[src/rtl/dist_regs_pkg.sv]
package dist_regs_pkg;

    localparam int LINES_PER_BANK = 32;
    localparam int SW_LINES       = 16;
    localparam int WORD_AW        = 10;

    // byte offsets of the register windows
    localparam logic [11:0] OFS_CTRL   = 12'h000;
    localparam logic [11:0] OFS_TYPE   = 12'h004;
    localparam logic [11:0] OFS_EN_SET = 12'h100;
    localparam logic [11:0] OFS_EN_CLR = 12'h180;
    localparam logic [11:0] OFS_PD_SET = 12'h200;
    localparam logic [11:0] OFS_PD_CLR = 12'h280;
    localparam logic [11:0] OFS_ACTIVE = 12'h300;
    localparam logic [11:0] OFS_PRIO   = 12'h400;
    localparam logic [11:0] OFS_CFG    = 12'hC00;

    typedef struct packed {
        logic ns_en;
        logic fwd_en;
    } ctrl_t;

    function automatic logic [31:0] strobe_mask(input logic [3:0] be);
        return {{8{be[3]}}, {8{be[2]}}, {8{be[1]}}, {8{be[0]}}};
    endfunction

    function automatic logic [31:0] sw_line_mask(input int base_id);
        logic [31:0] m;
        for (int j = 0; j < LINES_PER_BANK; j++) begin
            m[j] = (base_id + j) < SW_LINES;
        end
        return m;
    endfunction

endpackage

[src/rtl/dist_line_bank.sv]
module dist_line_bank
    import dist_regs_pkg::*;
#(
    parameter int          BASE_ID = 0,
    parameter logic [31:0] IMPL    = '1
) (
    input  logic        clk,
    input  logic        rst_n,
    input  logic [31:0] irq_i,
    input  logic [31:0] en_set_i,
    input  logic [31:0] en_clr_i,
    input  logic [31:0] pd_set_i,
    input  logic [31:0] pd_clr_i,
    input  logic [31:0] cfg_we_i,
    input  logic [31:0] cfg_val_i,
    input  logic [31:0] ack_i,
    input  logic [31:0] eoi_i,
    output logic [31:0] en_o,
    output logic [31:0] pend_o,
    output logic [31:0] act_o,
    output logic [31:0] edge_o
);

    localparam logic [31:0] SW_MASK = sw_line_mask(BASE_ID);

    typedef struct packed {
        logic [31:0] en;
        logic [31:0] pend;
        logic [31:0] act;
        logic [31:0] edge_cfg;
        logic [31:0] irq_prev;
    } bank_st_t;

    bank_st_t    st_d, st_q;
    logic [31:0] eff_edge;
    logic [31:0] rise_v;
    logic [31:0] pset_v;
    logic [31:0] pclr_v;
    logic [31:0] cfg_wr_v;

    assign eff_edge = SW_MASK | st_q.edge_cfg;
    assign rise_v   = irq_i & ~st_q.irq_prev;
    assign pset_v   = rise_v | (pd_set_i & ~SW_MASK);
    assign pclr_v   = (pd_clr_i & ~SW_MASK) | ack_i;
    assign cfg_wr_v = cfg_we_i & ~SW_MASK;

    always_comb begin
        st_d          = st_q;
        st_d.en       = (st_q.en | en_set_i) & ~en_clr_i & IMPL;
        st_d.edge_cfg = ((st_q.edge_cfg & ~cfg_wr_v) | (cfg_val_i & cfg_wr_v)) & IMPL;
        // edge lines latch, level lines follow the input
        st_d.pend     = ((eff_edge & (pset_v | (st_q.pend & ~pclr_v)))
                        | (~eff_edge & irq_i)) & IMPL;
        st_d.act      = (ack_i | (st_q.act & ~eoi_i)) & IMPL;
        st_d.irq_prev = irq_i;
    end

    always_ff @(posedge clk or negedge rst_n) begin
        if (!rst_n) begin
            st_q <= '0;
        end else begin
            st_q <= st_d;
        end
    end

    assign en_o   = st_q.en;
    assign pend_o = st_q.pend;
    assign act_o  = st_q.act;
    assign edge_o = eff_edge & IMPL;

endmodule

[src/rtl/dist_prio_array.sv]
module dist_prio_array #(
    parameter int                 N_LINES = 64,
    parameter logic [N_LINES-1:0] IMPL    = '1,
    parameter int                 PRIO_W  = 8
) (
    input  logic                        clk,
    input  logic                        rst_n,
    input  logic [N_LINES-1:0]          we_i,
    input  logic [N_LINES*PRIO_W-1:0]   wdata_i,
    output logic [N_LINES*PRIO_W-1:0]   prio_o
);

    logic [N_LINES*PRIO_W-1:0] prio_d, prio_q;

    always_comb begin
        prio_d = prio_q;
        for (int i = 0; i < N_LINES; i++) begin
            if (we_i[i] && IMPL[i]) begin
                prio_d[i*PRIO_W +: PRIO_W] = wdata_i[i*PRIO_W +: PRIO_W];
            end
        end
    end

    always_ff @(posedge clk or negedge rst_n) begin
        if (!rst_n) begin
            prio_q <= '0;
        end else begin
            prio_q <= prio_d;
        end
    end

    assign prio_o = prio_q;

endmodule

[src/rtl/dist_regs.sv]
module dist_regs
    import dist_regs_pkg::*;
#(
    parameter int                 N_LINES = 64,
    parameter int                 N_CPUS  = 2,
    parameter logic [N_LINES-1:0] IMPL    = 64'hFFFF_00FF_FFFF_FFFF,
    localparam int                ID_W    = $clog2(N_LINES)
) (
    input  logic                   clk,
    input  logic                   rst_n,
    input  logic                   bus_wen,
    input  logic [9:0]             bus_waddr,
    input  logic [3:0]             bus_be,
    input  logic [31:0]            bus_wdata,
    output logic [31:0]            bus_rdata,
    input  logic [N_LINES-1:0]     irq_in,
    input  logic                   ack_valid,
    input  logic [ID_W-1:0]        ack_id,
    input  logic                   eoi_valid,
    input  logic [ID_W-1:0]        eoi_id,
    output logic                   fwd_en_o,
    output logic [N_LINES-1:0]     enab_o,
    output logic [N_LINES-1:0]     pend_o,
    output logic [N_LINES*8-1:0]   prio_o
);

    localparam int NB          = N_LINES / LINES_PER_BANK;
    localparam int PRIO_WORDS  = N_LINES / 4;
    localparam int CFG_WORDS   = N_LINES / 16;
    localparam logic [WORD_AW-1:0] WA_CTRL   = WORD_AW'(OFS_CTRL >> 2);
    localparam logic [WORD_AW-1:0] WA_TYPE   = WORD_AW'(OFS_TYPE >> 2);
    localparam logic [WORD_AW-1:0] WA_EN_SET = WORD_AW'(OFS_EN_SET >> 2);
    localparam logic [WORD_AW-1:0] WA_EN_CLR = WORD_AW'(OFS_EN_CLR >> 2);
    localparam logic [WORD_AW-1:0] WA_PD_SET = WORD_AW'(OFS_PD_SET >> 2);
    localparam logic [WORD_AW-1:0] WA_PD_CLR = WORD_AW'(OFS_PD_CLR >> 2);
    localparam logic [WORD_AW-1:0] WA_ACTIVE = WORD_AW'(OFS_ACTIVE >> 2);
    localparam logic [WORD_AW-1:0] WA_PRIO   = WORD_AW'(OFS_PRIO >> 2);
    localparam logic [WORD_AW-1:0] WA_CFG    = WORD_AW'(OFS_CFG >> 2);
    localparam logic [31:0] TYPE_WORD = {24'd0, 3'(N_CPUS - 1), 5'(NB - 1)};

    typedef struct packed {
        ctrl_t ctrl;
    } top_st_t;

    top_st_t              st_d, st_q;
    logic [31:0]          wmask;
    logic [N_LINES-1:0]   en_set, en_clr, pd_set, pd_clr;
    logic [N_LINES-1:0]   cfg_we, cfg_val, prio_we, ack_hit, eoi_hit;
    logic [N_LINES*8-1:0] prio_wd;
    logic [N_LINES-1:0]   en_all, pend_all, act_all, edge_all;
    logic [N_LINES*8-1:0] prio_all;

    // write decode
    always_comb begin
        wmask  = strobe_mask(bus_be);
        en_set = '0;
        en_clr = '0;
        pd_set = '0;
        pd_clr = '0;
        for (int b = 0; b < NB; b++) begin
            if (bus_wen && bus_waddr == WORD_AW'(WA_EN_SET + b)) en_set[b*32 +: 32] = bus_wdata & wmask;
            if (bus_wen && bus_waddr == WORD_AW'(WA_EN_CLR + b)) en_clr[b*32 +: 32] = bus_wdata & wmask;
            if (bus_wen && bus_waddr == WORD_AW'(WA_PD_SET + b)) pd_set[b*32 +: 32] = bus_wdata & wmask;
            if (bus_wen && bus_waddr == WORD_AW'(WA_PD_CLR + b)) pd_clr[b*32 +: 32] = bus_wdata & wmask;
        end
        for (int i = 0; i < N_LINES; i++) begin
            cfg_we[i]          = bus_wen && (bus_waddr == WORD_AW'(WA_CFG + i / 16))
                                 && bus_be[(2 * (i % 16) + 1) / 8];
            cfg_val[i]         = bus_wdata[2 * (i % 16) + 1];
            prio_we[i]         = bus_wen && (bus_waddr == WORD_AW'(WA_PRIO + i / 4))
                                 && bus_be[i % 4];
            prio_wd[i*8 +: 8]  = bus_wdata[8 * (i % 4) +: 8];
            ack_hit[i]         = ack_valid && (ack_id == ID_W'(i));
            eoi_hit[i]         = eoi_valid && (eoi_id == ID_W'(i));
        end
    end

    // control register
    always_comb begin
        st_d = st_q;
        if (bus_wen && bus_waddr == WA_CTRL && bus_be[0]) begin
            st_d.ctrl = ctrl_t'(bus_wdata[1:0]);
        end
    end

    always_ff @(posedge clk or negedge rst_n) begin
        if (!rst_n) begin
            st_q <= '0;
        end else begin
            st_q <= st_d;
        end
    end

    for (genvar b = 0; b < NB; b++) begin : g_bank
        dist_line_bank #(
            .BASE_ID (b * LINES_PER_BANK),
            .IMPL    (IMPL[b*32 +: 32])
        ) u_bank (
            .clk       (clk),
            .rst_n     (rst_n),
            .irq_i     (irq_in[b*32 +: 32]),
            .en_set_i  (en_set[b*32 +: 32]),
            .en_clr_i  (en_clr[b*32 +: 32]),
            .pd_set_i  (pd_set[b*32 +: 32]),
            .pd_clr_i  (pd_clr[b*32 +: 32]),
            .cfg_we_i  (cfg_we[b*32 +: 32]),
            .cfg_val_i (cfg_val[b*32 +: 32]),
            .ack_i     (ack_hit[b*32 +: 32]),
            .eoi_i     (eoi_hit[b*32 +: 32]),
            .en_o      (en_all[b*32 +: 32]),
            .pend_o    (pend_all[b*32 +: 32]),
            .act_o     (act_all[b*32 +: 32]),
            .edge_o    (edge_all[b*32 +: 32])
        );
    end

    dist_prio_array #(
        .N_LINES (N_LINES),
        .IMPL    (IMPL),
        .PRIO_W  (8)
    ) u_prio (
        .clk     (clk),
        .rst_n   (rst_n),
        .we_i    (prio_we),
        .wdata_i (prio_wd),
        .prio_o  (prio_all)
    );

    // read mux
    always_comb begin
        bus_rdata = '0;
        if (bus_waddr == WA_CTRL) bus_rdata = {30'd0, st_q.ctrl};
        if (bus_waddr == WA_TYPE) bus_rdata = TYPE_WORD;
        for (int b = 0; b < NB; b++) begin
            if (bus_waddr == WORD_AW'(WA_EN_SET + b) || bus_waddr == WORD_AW'(WA_EN_CLR + b))
                bus_rdata = en_all[b*32 +: 32];
            if (bus_waddr == WORD_AW'(WA_PD_SET + b) || bus_waddr == WORD_AW'(WA_PD_CLR + b))
                bus_rdata = pend_all[b*32 +: 32];
            if (bus_waddr == WORD_AW'(WA_ACTIVE + b))
                bus_rdata = act_all[b*32 +: 32];
        end
        for (int w = 0; w < PRIO_WORDS; w++) begin
            if (bus_waddr == WORD_AW'(WA_PRIO + w)) bus_rdata = prio_all[w*32 +: 32];
        end
        for (int w = 0; w < CFG_WORDS; w++) begin
            if (bus_waddr == WORD_AW'(WA_CFG + w)) begin
                bus_rdata = '0;
                for (int k = 0; k < 16; k++) begin
                    bus_rdata[2*k+1] = edge_all[w*16 + k];
                end
            end
        end
    end

    assign fwd_en_o = st_q.ctrl.fwd_en;
    assign enab_o   = en_all;
    assign pend_o   = pend_all;
    assign prio_o   = prio_all;

endmodule

[config.mk]
export PLATFORM = sky130hd
export DESIGN_NAME = dist_regs
export DESIGN_NICKNAME = d
export VERILOG_FILES = /design/src/rtl/dist_regs_pkg.sv /design/src/rtl/dist_line_bank.sv /design/src/rtl/dist_prio_array.sv /design/src/rtl/dist_regs.sv
export SDC_FILE = /design/constraint.sdc
export NUM_CORES = 1
export LEC_CHECK = 0
export CORE_ASPECT_RATIO = 2
export CORE_UTILIZATION = 30
export DETAILED_ROUTE_END_ITERATION = 10
export DONT_BUFFER_PORTS = 1
export SLEW_MARGIN = 40
export SYNTH_ARGS = -nofsm -noshare
export SYNTH_HDL_FRONTEND = slang
export SYNTH_SLANG_ARGS = --single-unit
[constraint.sdc]
create_clock -name clk -period 7.5 [get_ports clk]
set_input_delay 1.125 -clock clk [delete_from_list [all_inputs] [get_ports clk]]
set_output_delay 1.125 -clock clk [all_outputs]
set_load 0.005 [all_outputs]
==> summary.md <==
* finished, final reports clean — status
* 0.057 — share of power burned in combinational logic
* 0 — number of hold buffers added after CTS
* 2.16 mW — Sw Pwr
* 715 — pin count of the biggest net entering global routing
* 3 — CTS HTree Levels
* 0 — Hold Fails Final Rpt
* 0.768 — crit share post-route
* 70 — cts bufs inserted
* 0.87 ns — delay contributed by the slowest stage of the critical path
* input pin to output port — worst setup path class
* 270 mm — global-route wire length before repair
* 0 — number of endpoints failing setup at the final stage
* 36,500 µm² — total cell area at the placement stage
* 208 µV — peak supply drop
* 0.331 — post-route core utilization
* 0.252 — layout cell share with drive strength beyond 1
* 0 — number of max-cap violations
* 0.70 ns — worst skew pair latency
* 0.303 — Initial Util
* dfrtp_1 — most frequently used flop master after synthesis
* 2.20 ns — pre-CTS setup slack
* 153 mm — HPWL after detailed placement
* 6.23 — ratio of routed vias to standard cells
* 0 — Port Buf Inserts
* 4,678 — Cell Count, Final, Fillers Out
* dfrtp_1 — cell taking the most area after synthesis
* 39,000 µm² — final std cell area, no fill
* 8.42 mW — power consumption
* 3,214 — layout net count
* 5.76 ns — time the final worst path needs with I/O delays and setup
* 0.500 — post-synthesis sequential area ratio
* 0.332 — combined global-route utilization of all metal layers
* 203 mm — detailed-route wire length
* 800 — count of boundary I/O pins
* 178 — maximum fanout count along the critical path
* 17.8 nW — leakage power of the design
* output port — kind of end point of the critical path
* 178 — cell row count
* 118,000 µm² — core area
* 29,100 — overall via count from detail_route
* 1.74 ns — post-layout worst setup margin
* 1.05 ns — transition time at the pin with the least slew margin
* 6.25 mW — cell internal pwr
* 0.257 — switching power as a share of total power
* 4,539 — Inst Count DP
* simple AND/OR/NAND/NOR gates — crit-path leading delay family
* 10.9 µm² — average size of a mapped cell
* 28,700 — via count of the first global-routing pass
* 0 — number of enable flip-flop cells after synthesis
* 0.486 — sequential cell fraction of total power
* 35,700 µm² — cell area after technology mapping
* 86 — number of unique standard cell types used by synthesis
* 0.0175 ns — worst clock skew on the final layout
* 6.38 ns — Required @ worst endpoint
* 0.06 ns — Clk pin slew, worst setup/hold paths
* 9.30% — Area Growth Syn to Fin
* 0 — warnings from Yosys
* clkbuf_16 — root buf cell
* 10 — antenna violations before repair
* 2 — WP buf/inv
* 1.00 — share of flip-flops with an asynchronous set or reset
* 121,000 µm² — die area
* 246 µm — floorplan die width
* 174 MHz — maximum frequency from static timing analysis
* input pin to async pin — path class of the lowest-slack min-delay path
* 216 nW/µm² — areal power density over the cells
* 0.152 ns — hold slack
* 0.988 — RePlAce Congestion
* 0.302 — relative max-transition margin
* 0.500 — share of Yosys cell area claimed by the top area cell type
* 43.4 µm — average wire per cell in the routed design
* 0 — count of instances resized after the clock tree is built
* 0 — GRT Residual Overflow
* 3 — clock tree buffer depth
* dfrtp_1 — most common cell after layout, fill and taps aside
* 3,152 — drt initial violations
* 0 — number of pins with negative max-slew slack in the final report
* or4_1, buf_4, nor2_2, buf_12, a22oi_1, a21oi_1, o22ai_1, a31oi_1 — critical-path cell list
* no — RSZ-0062 raised after global routing
* 0 — count of buffers added by post-CTS timing repair for setup
* 0 ns — TNS Setup
* dfrtp_1 50%, mux2_2 15%, buf_4 4.1% — top area cells in the synthesized netlist
* built — CTS tree
* 714 — Yosys reg bits
* 714 x dfrtp_1, 480 x mux2_2, 335 x nand2_1 — most used cells in the layout excluding fill and tap cells
* 490 µm — die outline height
* 714 — sinks on the clock net
* input pin — element type at the critical path start
* 4.64 ns — data arrival at the endpoint of the critical path
* 3,274 — count of mapped cells out of synthesis
* or4_1 — Crit-path slowest cell
* 0 — post-route ant nets
* 6 — number of iterations in the first detailed-routing pass
* 0 — total DRC errors in the routed layout
* 0.457 — share of total power in the clock network
==> routing by layer <==
layer,wire length [µm],vias to the layer above,global-route usage
li1,-,11400,-
met1,67000,14900,0.346
met2,94000,2144,0.533
met3,25100,627,0.148
met4,16900,6,0.224
met5,38,-,0
==> cell families (layout without fill, tap and decap cells) <==
family          count (synthesis)  in the layout  share of synthesized area
other cells                     1             87                   0.000105
flops                         714            714                      0.500
compound gates                855            855                      0.159
buf+inv                       448            236                     0.0696
mux                           564            564                      0.178
simple gates                  692            692                     0.0935
==> worst register-to-register path, delay by kind of cell (launching register included) <==
kind            cells  cell delay [ns]
compound gates      3             0.76
flops               1             0.55
==> area by class of cell <==
class / instances / area [µm²]
repair buffers: 83 / 836
inverters: 27 / 101
clock buffers: 91 / 1970
flip-flops and latches: 714 / 17900
well taps: 1530 / 1910
multi-input cells: 2191 / 15900
diodes: 7 / 17.5
fillers: 11900 / 78800
clock inverters: 35 / 425
==> power by group through the flow <==
stage,combinational [mW],sequential (mW),clock [mW]
after floorplan,0.372,4.08,0
after global placement,0.387,4.15,0
after detailed placement,0.395,4.15,0
after CTS,0.397,4.08,3.88
after global routing,0.516,4.09,4.00
final,0.484,4.09,3.84
==> Yosys cell counts (12+ instances only) <==
cell and instances:
nand2_1 335, and3_1 27, mux2i_1 76, dfrtp_1 714, clkbuf_1 141, buf_4 193, a31oi_1 108, nor2_1 109
o21ai_0 214, o221ai_1 18, o21a_1 21, mux2_2 480, o2bb2ai_1 39, buf_2 53, buf_1 32, nor2b_1 18
inv_1 27, a222oi_1 12, a21oi_1 125, o211ai_1 54, o22ai_1 48, nand2b_1 18, nand3_1 45, nand2_2 29
a22o_1 58, a221oi_1 13, nor3_1 29, a22oi_1 46
==> final timing paths <==
kind	startpoint	end	slack [ns]	cells after the start
hold reg to reg	g_bank[0].u_bank.st_q[12]$_DFF_PN0_	g_bank[0].u_bank.pend_o[12]$_DFF_PN0_	0.42	1
setup / recovery	bus_waddr[0]	bus_rdata[28]	1.74	8
hold / removal	rst_n	u_prio.prio_o[39]$_DFFE_PN0P_	0.15	0
setup reg to reg	g_bank[1].u_bank.pend_o[18]$_DFF_PN0_	g_bank[1].u_bank.pend_o[18]$_DFF_PN0_	6.08	3
min in group clk	g_bank[0].u_bank.st_q[12]$_DFF_PN0_	g_bank[0].u_bank.pend_o[12]$_DFF_PN0_	0.42	1
max in group asynchronous	rst_n	u_prio.prio_o[123]$_DFFE_PN0P_	4.64	4
==> flip-flops by register name, summed over array words and instances, names as in the netlist, named ones only <==
name / flops
g_bank.u_bank.en_o: 56
g_bank.u_bank.st_q: 56
st_q: 1
fwd_en_o: 1
g_bank.u_bank.pend_o: 56
u_prio.prio_o: 448
g_bank.u_bank.act_o: 56
No activity file was read; power rests on OpenSTA's default activity.
